==> config.mk <==
export PLATFORM = sky130hd
export DESIGN_NAME = kbm_wake_iso
export DESIGN_NICKNAME = d
export VERILOG_FILES = /design/src/rtl/kbm_pkg.sv /design/src/rtl/kbm_fall_det.sv /design/src/rtl/kbm_int_latch.sv /design/src/rtl/kbm_iso_gate.sv /design/src/rtl/kbm_wake_iso.sv
export SDC_FILE = /design/constraint.sdc
export NUM_CORES = 1
export LEC_CHECK = 0
export ABC_AREA = 1
export BUFFER_PORTS_ARGS = -buffer_cell sky130_fd_sc_hd__buf_2
export CORE_ASPECT_RATIO = 0.75
export CORE_MARGIN = 1
export CORE_UTILIZATION = 42
export DETAILED_ROUTE_END_ITERATION = 16
export PLACE_DENSITY = 0.77
export SLEW_MARGIN = 0
export SYNTH_ARGS = -nofsm -noshare
export SYNTH_HDL_FRONTEND = slang
export SYNTH_SLANG_ARGS = --single-unit
export TNS_END_PERCENT = 100
==> constraint.sdc <==
create_clock -name clk -period 1 [get_ports clk]
set_input_delay 0.1 -clock clk [delete_from_list [all_inputs] [get_ports clk]]
set_output_delay 0.1 -clock clk [all_outputs]
set_load 0.02 [all_outputs]
==> src/rtl/kbm_pkg.sv <==
package kbm_pkg;
    localparam int N_DEV    = 2;  // index 0 keyboard, 1 mouse
    localparam int N_EVT    = 4;
    localparam int EVT_KINT = 0;
    localparam int EVT_MINT = 1;
    localparam int EVT_KDAT = 2;
    localparam int EVT_MDAT = 3;

    localparam int B_MODE = 7;
    localparam int B_MISO = 6;
    localparam int B_KISO = 5;
    localparam int B_MLAT = 4;
    localparam int B_KLAT = 3;

    // standby-domain configuration
    typedef struct packed {
        logic mode;
        logic m_iso;
        logic k_iso;
    } iso_cfg_t;

    // main-domain configuration
    typedef struct packed {
        logic m_lat;
        logic k_lat;
    } lat_cfg_t;
endpackage

==> src/rtl/kbm_fall_det.sv <==
module kbm_fall_det #(
    parameter int STAGES = 2
) (
    input  logic clk,
    input  logic rst_n,
    input  logic pin,
    output logic fall
);
    typedef struct packed {
        logic [STAGES-1:0] sync;
        logic              last;
    } st_t;

    st_t st_d, st_q;

    always_comb begin
        st_d      = st_q;
        st_d.sync = {st_q.sync[STAGES-2:0], pin};
        st_d.last = st_q.sync[STAGES-1];
        fall      = st_q.last & ~st_q.sync[STAGES-1];
    end

    always_ff @(posedge clk or negedge rst_n) begin
        if (!rst_n) st_q <= '1;   // idle-high line
        else        st_q <= st_d;
    end
endmodule

==> src/rtl/kbm_int_latch.sv <==
module kbm_int_latch (
    input  logic clk,
    input  logic rst_n,
    input  logic live,
    input  logic clr,
    input  logic pass_latched,
    output logic rise,
    output logic int_o
);
    typedef struct packed {
        logic prev;
        logic lat;
    } st_t;

    st_t st_d, st_q;

    always_comb begin
        st_d      = st_q;
        rise      = live & ~st_q.prev;
        st_d.prev = live;
        if (rise)     st_d.lat = 1'b1;
        else if (clr) st_d.lat = 1'b0;
        int_o = pass_latched ? st_q.lat : (live & st_q.lat);
    end

    always_ff @(posedge clk or negedge rst_n) begin
        if (!rst_n) st_q <= '0;
        else        st_q <= st_d;
    end
endmodule

==> src/rtl/kbm_iso_gate.sv <==
module kbm_iso_gate (
    input  logic sw_only,
    input  logic sw_iso,
    input  logic pwr_down,
    input  logic pin_clk,
    input  logic pin_dat,
    output logic out_clk,
    output logic out_dat
);
    logic blk_clk, blk_dat;

    always_comb begin
        blk_clk = sw_iso | (pwr_down & ~sw_only);
        // the data input path is cut during power-down in either mode
        blk_dat = sw_iso | pwr_down;
        out_clk = blk_clk | pin_clk;
        out_dat = blk_dat | pin_dat;
    end
endmodule

==> src/rtl/kbm_wake_iso.sv <==
module kbm_wake_iso
    import kbm_pkg::*;
#(
    parameter int SYNC_STAGES = 2
) (
    input  logic       clk,
    input  logic       stby_por_n,
    input  logic       main_rst_n,
    input  logic       main_pwr,
    input  logic       pwr_down,
    input  logic       ctrl_we,
    input  logic [7:3] ctrl_wdata,
    output logic [7:0] ctrl_rdata,
    input  logic       sts_clr_we,
    input  logic [3:0] sts_clr_mask,
    output logic [3:0] sts_o,
    input  logic [3:0] wake_en,
    input  logic       wake_glob_en,
    output logic       wake_req,
    input  logic       kb_clk_pin,
    input  logic       kb_dat_pin,
    input  logic       ms_clk_pin,
    input  logic       ms_dat_pin,
    output logic       kbc_kclk,
    output logic       kbc_kdat,
    output logic       kbc_mclk,
    output logic       kbc_mdat,
    input  logic       kbc_kint,
    input  logic       kbc_mint,
    output logic       kint_out,
    output logic       mint_out
);
    localparam logic [N_EVT-1:0] NO_EVT = '0;

    typedef struct packed {
        iso_cfg_t         iso;
        logic [N_EVT-1:0] sts;
    } stby_t;

    typedef struct packed {
        lat_cfg_t lat;
    } main_t;

    stby_t sb_d, sb_q;
    main_t mn_d, mn_q;

    logic main_dom_rst_n;
    assign main_dom_rst_n = stby_por_n & main_rst_n;

    logic [N_DEV-1:0] pin_clk, pin_dat, live_int, sw_iso, lat_sel;
    logic [N_DEV-1:0] fall, rise, int_o, out_clk, out_dat;
    logic [N_EVT-1:0] clr, set;

    assign pin_clk  = {ms_clk_pin, kb_clk_pin};
    assign pin_dat  = {ms_dat_pin, kb_dat_pin};
    assign live_int = {kbc_mint, kbc_kint};
    assign sw_iso   = {sb_q.iso.m_iso, sb_q.iso.k_iso};
    assign lat_sel  = {mn_q.lat.m_lat, mn_q.lat.k_lat};

    for (genvar i = 0; i < N_DEV; i++) begin : g_dev
        kbm_fall_det #(.STAGES(SYNC_STAGES)) i_fall (
            .clk   (clk),
            .rst_n (stby_por_n),
            .pin   (pin_dat[i]),
            .fall  (fall[i])
        );

        kbm_int_latch i_lat (
            .clk          (clk),
            .rst_n        (main_dom_rst_n),
            .live         (live_int[i]),
            .clr          (clr[EVT_KINT + i]),
            .pass_latched (lat_sel[i]),
            .rise         (rise[i]),
            .int_o        (int_o[i])
        );

        kbm_iso_gate i_gate (
            .sw_only  (sb_q.iso.mode),
            .sw_iso   (sw_iso[i]),
            .pwr_down (pwr_down),
            .pin_clk  (pin_clk[i]),
            .pin_dat  (pin_dat[i]),
            .out_clk  (out_clk[i]),
            .out_dat  (out_dat[i])
        );
    end

    always_comb begin
        sb_d = sb_q;
        mn_d = mn_q;

        clr = sts_clr_we ? sts_clr_mask : NO_EVT;
        set = NO_EVT;
        set[EVT_KINT] = rise[0] & main_pwr;
        set[EVT_MINT] = rise[1] & main_pwr;
        set[EVT_KDAT] = fall[0];
        set[EVT_MDAT] = fall[1];

        // a new event wins over a clear in the same cycle
        sb_d.sts = (sb_q.sts & ~clr) | set;

        if (ctrl_we) begin
            sb_d.iso.mode  = ctrl_wdata[B_MODE];
            sb_d.iso.m_iso = ctrl_wdata[B_MISO];
            sb_d.iso.k_iso = ctrl_wdata[B_KISO];
            mn_d.lat.m_lat = ctrl_wdata[B_MLAT];
            mn_d.lat.k_lat = ctrl_wdata[B_KLAT];
        end
    end

    always_ff @(posedge clk or negedge stby_por_n) begin
        if (!stby_por_n) sb_q <= '0;
        else             sb_q <= sb_d;
    end

    always_ff @(posedge clk or negedge main_dom_rst_n) begin
        if (!main_dom_rst_n) mn_q <= '0;
        else                 mn_q <= mn_d;
    end

    always_comb begin
        ctrl_rdata         = '0;
        ctrl_rdata[B_MODE] = sb_q.iso.mode;
        ctrl_rdata[B_MISO] = sb_q.iso.m_iso;
        ctrl_rdata[B_KISO] = sb_q.iso.k_iso;
        ctrl_rdata[B_MLAT] = mn_q.lat.m_lat;
        ctrl_rdata[B_KLAT] = mn_q.lat.k_lat;
    end

    assign sts_o    = sb_q.sts;
    assign wake_req = wake_glob_en & (|(sb_q.sts & wake_en));
    assign kbc_kclk = out_clk[0];
    assign kbc_kdat = out_dat[0];
    assign kbc_mclk = out_clk[1];
    assign kbc_mdat = out_dat[1];
    assign kint_out = int_o[0];
    assign mint_out = int_o[1];
endmodule

# ---- Yosys cells after proc, flatten, opt, wreduce, memory -nomap -nowiden
# Cells that the tools add are included.
dict set report op_classes {
  n_reduce_logical 3
  n_mux 7
  bitwise_logic 28
}
# op n
set ops {}
lappend ops {{$and 1x1->1} 11}
lappend ops {{$and 4x4->4} 2}
lappend ops {{$or 1x1->1} 8}
lappend ops {{$mux 1} 6}
lappend ops {{$not 1->1} 5}
lappend ops {{$mux 4} 1}
lappend ops {{$not 4->4} 1}
lappend ops {{$or 4x4->4} 1}
lappend ops {{$reduce_bool 2->1} 2}
lappend ops {{$reduce_or 4->1} 1}
dict set report totals {
  regBits 19
  out_inout_bits 19
  input_bits 27
}

# ---- Logic depth before layout (Yosys ltp)
dict set report logic_depth {
  ltp_word 4
  depth_mapped 4
}

# ---- Hierarchy
# Synthesis repeated with hierarchy kept, for this count alone.
dict set report hier_totals {
  cells_unflattened 100
  hier_area_um2 828.3
}
# mod cells_per_inst area_each_um2 n_inst
set modules_own_cells {}
lappend modules_own_cells {kbm_wake_iso 54 430.4 1}
lappend modules_own_cells {kbm_fall_det 5 88.8 2}
lappend modules_own_cells {kbm_int_latch 11 83.8 2}
lappend modules_own_cells {kbm_iso_gate 7 26.3 2}

# ---- Worst setup path before layout
# No wires, ideal clock.
dict set report synth_path {
  kind {register -> output}
  from {register sb_q, in the netlist sts_o[1]}
  to {output wake_req}
  n_path_buf 0
  setup_slack_ns 0.004
  t_required_ns 0.900
  path_stages_with_launch 5
  arrival_time_ns 0.896
  cell_sequence {dfrtp_1 nand2_1 nand2_1 nor2_1 nor2_1}
}
dict set report synth_between {
  elab_chain_len 3
}
# item line
set synth_lines {}
lappend synth_lines {{start, declared} kbm_wake_iso.sv:44} ;# stby_t sb_d, sb_q;
lappend synth_lines {{start signal, assigned} kbm_wake_iso.sv:113} ;# if (!stby_por_n) sb_q <= '0;
lappend synth_lines {{start signal, assigned} kbm_wake_iso.sv:114} ;# else sb_q <= sb_d;
lappend synth_lines {{$and 4x4->4} kbm_wake_iso.sv:132} ;# assign wake_req = wake_glob_en & (|(sb_q.sts & wake_en));
lappend synth_lines {{$reduce_or 4->1} kbm_wake_iso.sv:132}
lappend synth_lines {{$and 1x1->1} kbm_wake_iso.sv:132}
lappend synth_lines {{end, declared} kbm_wake_iso.sv:19} ;# output logic wake_req,
# No other way between the ends.

# ---- Worst setup path after layout
dict set report layout_path {
  from {register sb_q, in the netlist sts_o[3]}
  to {output wake_req}
}
# Same word-level chain as after synthesis.

==> impl_metrics.toml <==
[min_path]
hold_path.class = "input port to flop"

[floorplan]
ios = 46
die_w_um = 52.6
dieArea_um2 = 2100
die_height_um = 39.9
start_util_pct = 45.4
rows = 13
core_um2 = 1770

[placement]
place_hpwl_um = 1110
io_buffer_count = 42
gp_congestion = 0.699

[sta]
whs_ns = 0.0192
rsz0062_at_grt = "yes"
fin_crit_sh_pct = 119
drv_slew = 0
fmax_mhz = 838
setup_tns_ns = -1.13
fin_skew_ns = 0.000531
setup_viol = 12
period_needed_ns = 1.19
setup_ws_ns = -0.194
hold_viol = 0

[critical_path]
crit_type = "flop to output pin"
cp.arrival_ns = 1.09
cp-start-kind = "flop"
required_ns = 0.90
worstSetupEndpointType = "output pin"
cp_max_fo = 3

[global_routing]
grt_pass1_wl_um = 2490
grt_max_degree = 11
grt_overflow = 0
grt_pass1_vias = 631
grtUsageTotal_pct = 17.4
grt_antenna_before_repair = 0

[yosys]
yosys_register_bits = 19
yosysWarnings = 0
yosys_most_used_dff = "dfrtp_1"
synthDominantCellAreaShare_pct = 40.4
yosys-top-cells-count = "nand2_1 (31), dfrtp_1 (13), inv_1 (12)"
synth_top_area_cell = "dfrtp_1"
syn_area_um2 = 806
ys_seq_area_share_pct = 59.9
synth_area_leaders = "dfrtp_1 (40%), dfstp_2 (20%), nand2_1 (14%)"
synthArstFlopShare_pct = 100
synth_edf_count = 0
synthCells = 89
yosysUniqueCellTypes = 12
syn_area_per_cell_um2 = 9.05
synth_most_common_cell = "nand2_1"

[power_and_ir_drop]
seq_power_share_pct = 49.9
power.switching_mw = 0.504
p_int_mw = 1.25
peakVddDrop_mv = 0.913
powerDensity_nw_per_um2 = 1390
share_comb_of_total_power_pct = 28.8
clockPowerShare_pct = 21.3
switching_share_pct = 28.7
p_leak_nw = 0.693

[job]
drv_cap = 0

[clocking]
cts_root_buffer = "clkbuf_4"
cts_tree = "built"
cts_buffer_depth = 2
htreeDepth = 1
insertion_delay_ns = 0.29
clk_pin_slew_ns = 0.10
cts.sinks = 19
cts_made_buffers = 3

[layout]
multiInputGateArea_um2 = 229
final-seq-area_um2 = 483
num_antenna_cells = 0
drive_above_1_share_pct = 49.7
nets = 175
fillers = 142
syn_to_final_growth_pct = 56.4

[outcome]
status = "finished with violations"
violations = "negative setup slack"

[routing]
vias = 749
post_drt_wl_per_cell_um = 10.7
detail_route.iter0.violations = 3
vias_per_cell = 4.43
ant_nets = 0
drtPass1Iterations = 6
drc_errors = 0
drt_wl_total_um = 1800
## final timing paths
check / start / end / slack, ns / cells past startpoint
setup / recovery: sts_o[3] / wake_req / -0.19 / 5
hold / removal: ctrl_wdata[7] / ctrl_rdata[7] / 0.02 / 3
setup reg to reg: sts_o[2] / sts_o[2] / 0.12 / 4
hold reg to reg: g_dev[0].i_fall.st_d[2] / g_dev[0].i_fall.st_d[0] / 0.36 / 0
max in group asynchronous: stby_por_n / g_dev[1].i_lat.st_q[1] / 0.40 / 4
min in group asynchronous: stby_por_n / sts_o[0] / 0.16 / 2
## layout make-up
class	count	area share [%]
sequential	19	38.3
timing repair buffer	61	35.7
multi-input combinational	51	18.2
inverter	12	3.57
tap	22	2.18
clock buffer	4	2.09
## per-stage QoR
| step | util (%) | area, um2 | power [mW] | std cells | setup slack (ns) |
|---|---|---|---|---|---|
| after floorplan | - | 813 | 1.11 | 91 | 0.00375 |
| after global placement | 55.7 | 987 | 1.21 | 147 | 0.157 |
| after detailed placement | 55.7 | 987 | 1.22 | 147 | 0.123 |
| after CTS | 68.5 | 1210 | 1.73 | 166 | -0.185 |
| after global routing | 71.1 | 1260 | 1.85 | 169 | -0.253 |
| final | 71.1 | 1260 | 1.76 | 169 | -0.194 |
## critical path, cell delays in order (launching register included)
cell and delay [ns]:
dfrtp_1 0.40, nand2_1 0.06, nand2_1 0.05, nor2_1 0.11
nor2_1 0.05, buf_4 0.15
## flip-flops by register name, indices dropped and copies added (netlist names)
signal / cells
g_dev.i_fall.st_d: 4
g_dev.i_lat.st_q: 4
g_dev.i_fall.st_q: 2
sts_o: 4
ctrl_rdata: 5
## cell usage in the layout, fill, tap and decap left out
master,synthesis,layout
nand2_2,0,5
buf_4,8,11
nor2_2,0,1
o21ai_1,6,6
o21a_1,2,2
buf_2,0,30
dfrtp_1,13,13
o21ai_2,1,1
o21ai_0,2,2
buf_6,1,13
inv_1,12,9
nand2_1,31,26
clkbuf_4,0,3
conb_1,1,3
dfstp_2,6,6
dlygate4sd3_1,0,7
inv_2,0,3
clkbuf_1,0,1
nor2_1,6,5
## cell families (layout without fill, tap and decap cells)
logic type             Yosys count  after routing  synth area share, %
other                            1              3                0.465
and+or+nand+nor                 37             37                 17.2
DFF                             19             19                 59.9
buffers and inverters           21             77                 14.4
AOI/OAI and AO/OA               11             11                 7.92
## layer usage
| layer | track usage [%] | wire length [um] | vias to the layer above | part of all wire (%) |
|---|---|---|---|---|
| li1 | - | - | 376 | - |
| met5 | 0 | 0 | - | 0 |
| met2 | 29.7 | 896 | 43 | 50 |
| met3 | 5.68 | 139 | 4 | 7.7 |
| met1 | 19.1 | 733 | 326 | 41 |
| met4 | 11.2 | 32 | 0 | 1.8 |
## power groups by stage
stage | clock, mW | combinational [mW] | sequential (mW)
2_1_floorplan | 0 | 0.202 | 0.910
3_3_place_gp | 0 | 0.325 | 0.888
3_5_place_dp | 0 | 0.330 | 0.891
4_1_cts | 0.394 | 0.467 | 0.872
5_1_grt | 0.421 | 0.549 | 0.884
6_report | 0.375 | 0.505 | 0.877
## repair_timing
| item | 4_1_cts | 5_1_grt |
|---|---|---|
| resized for setup | 24 | 10 |
| buffers inserted | 8 | 3 |
| setup endpoints to repair | 7 | 12 |
| hold buffers | 7 | 0 |
| hold endpoints to repair | 19 | 0 |
| pin swaps | 5 | 4 |
(Power assumes the default switching activity.)
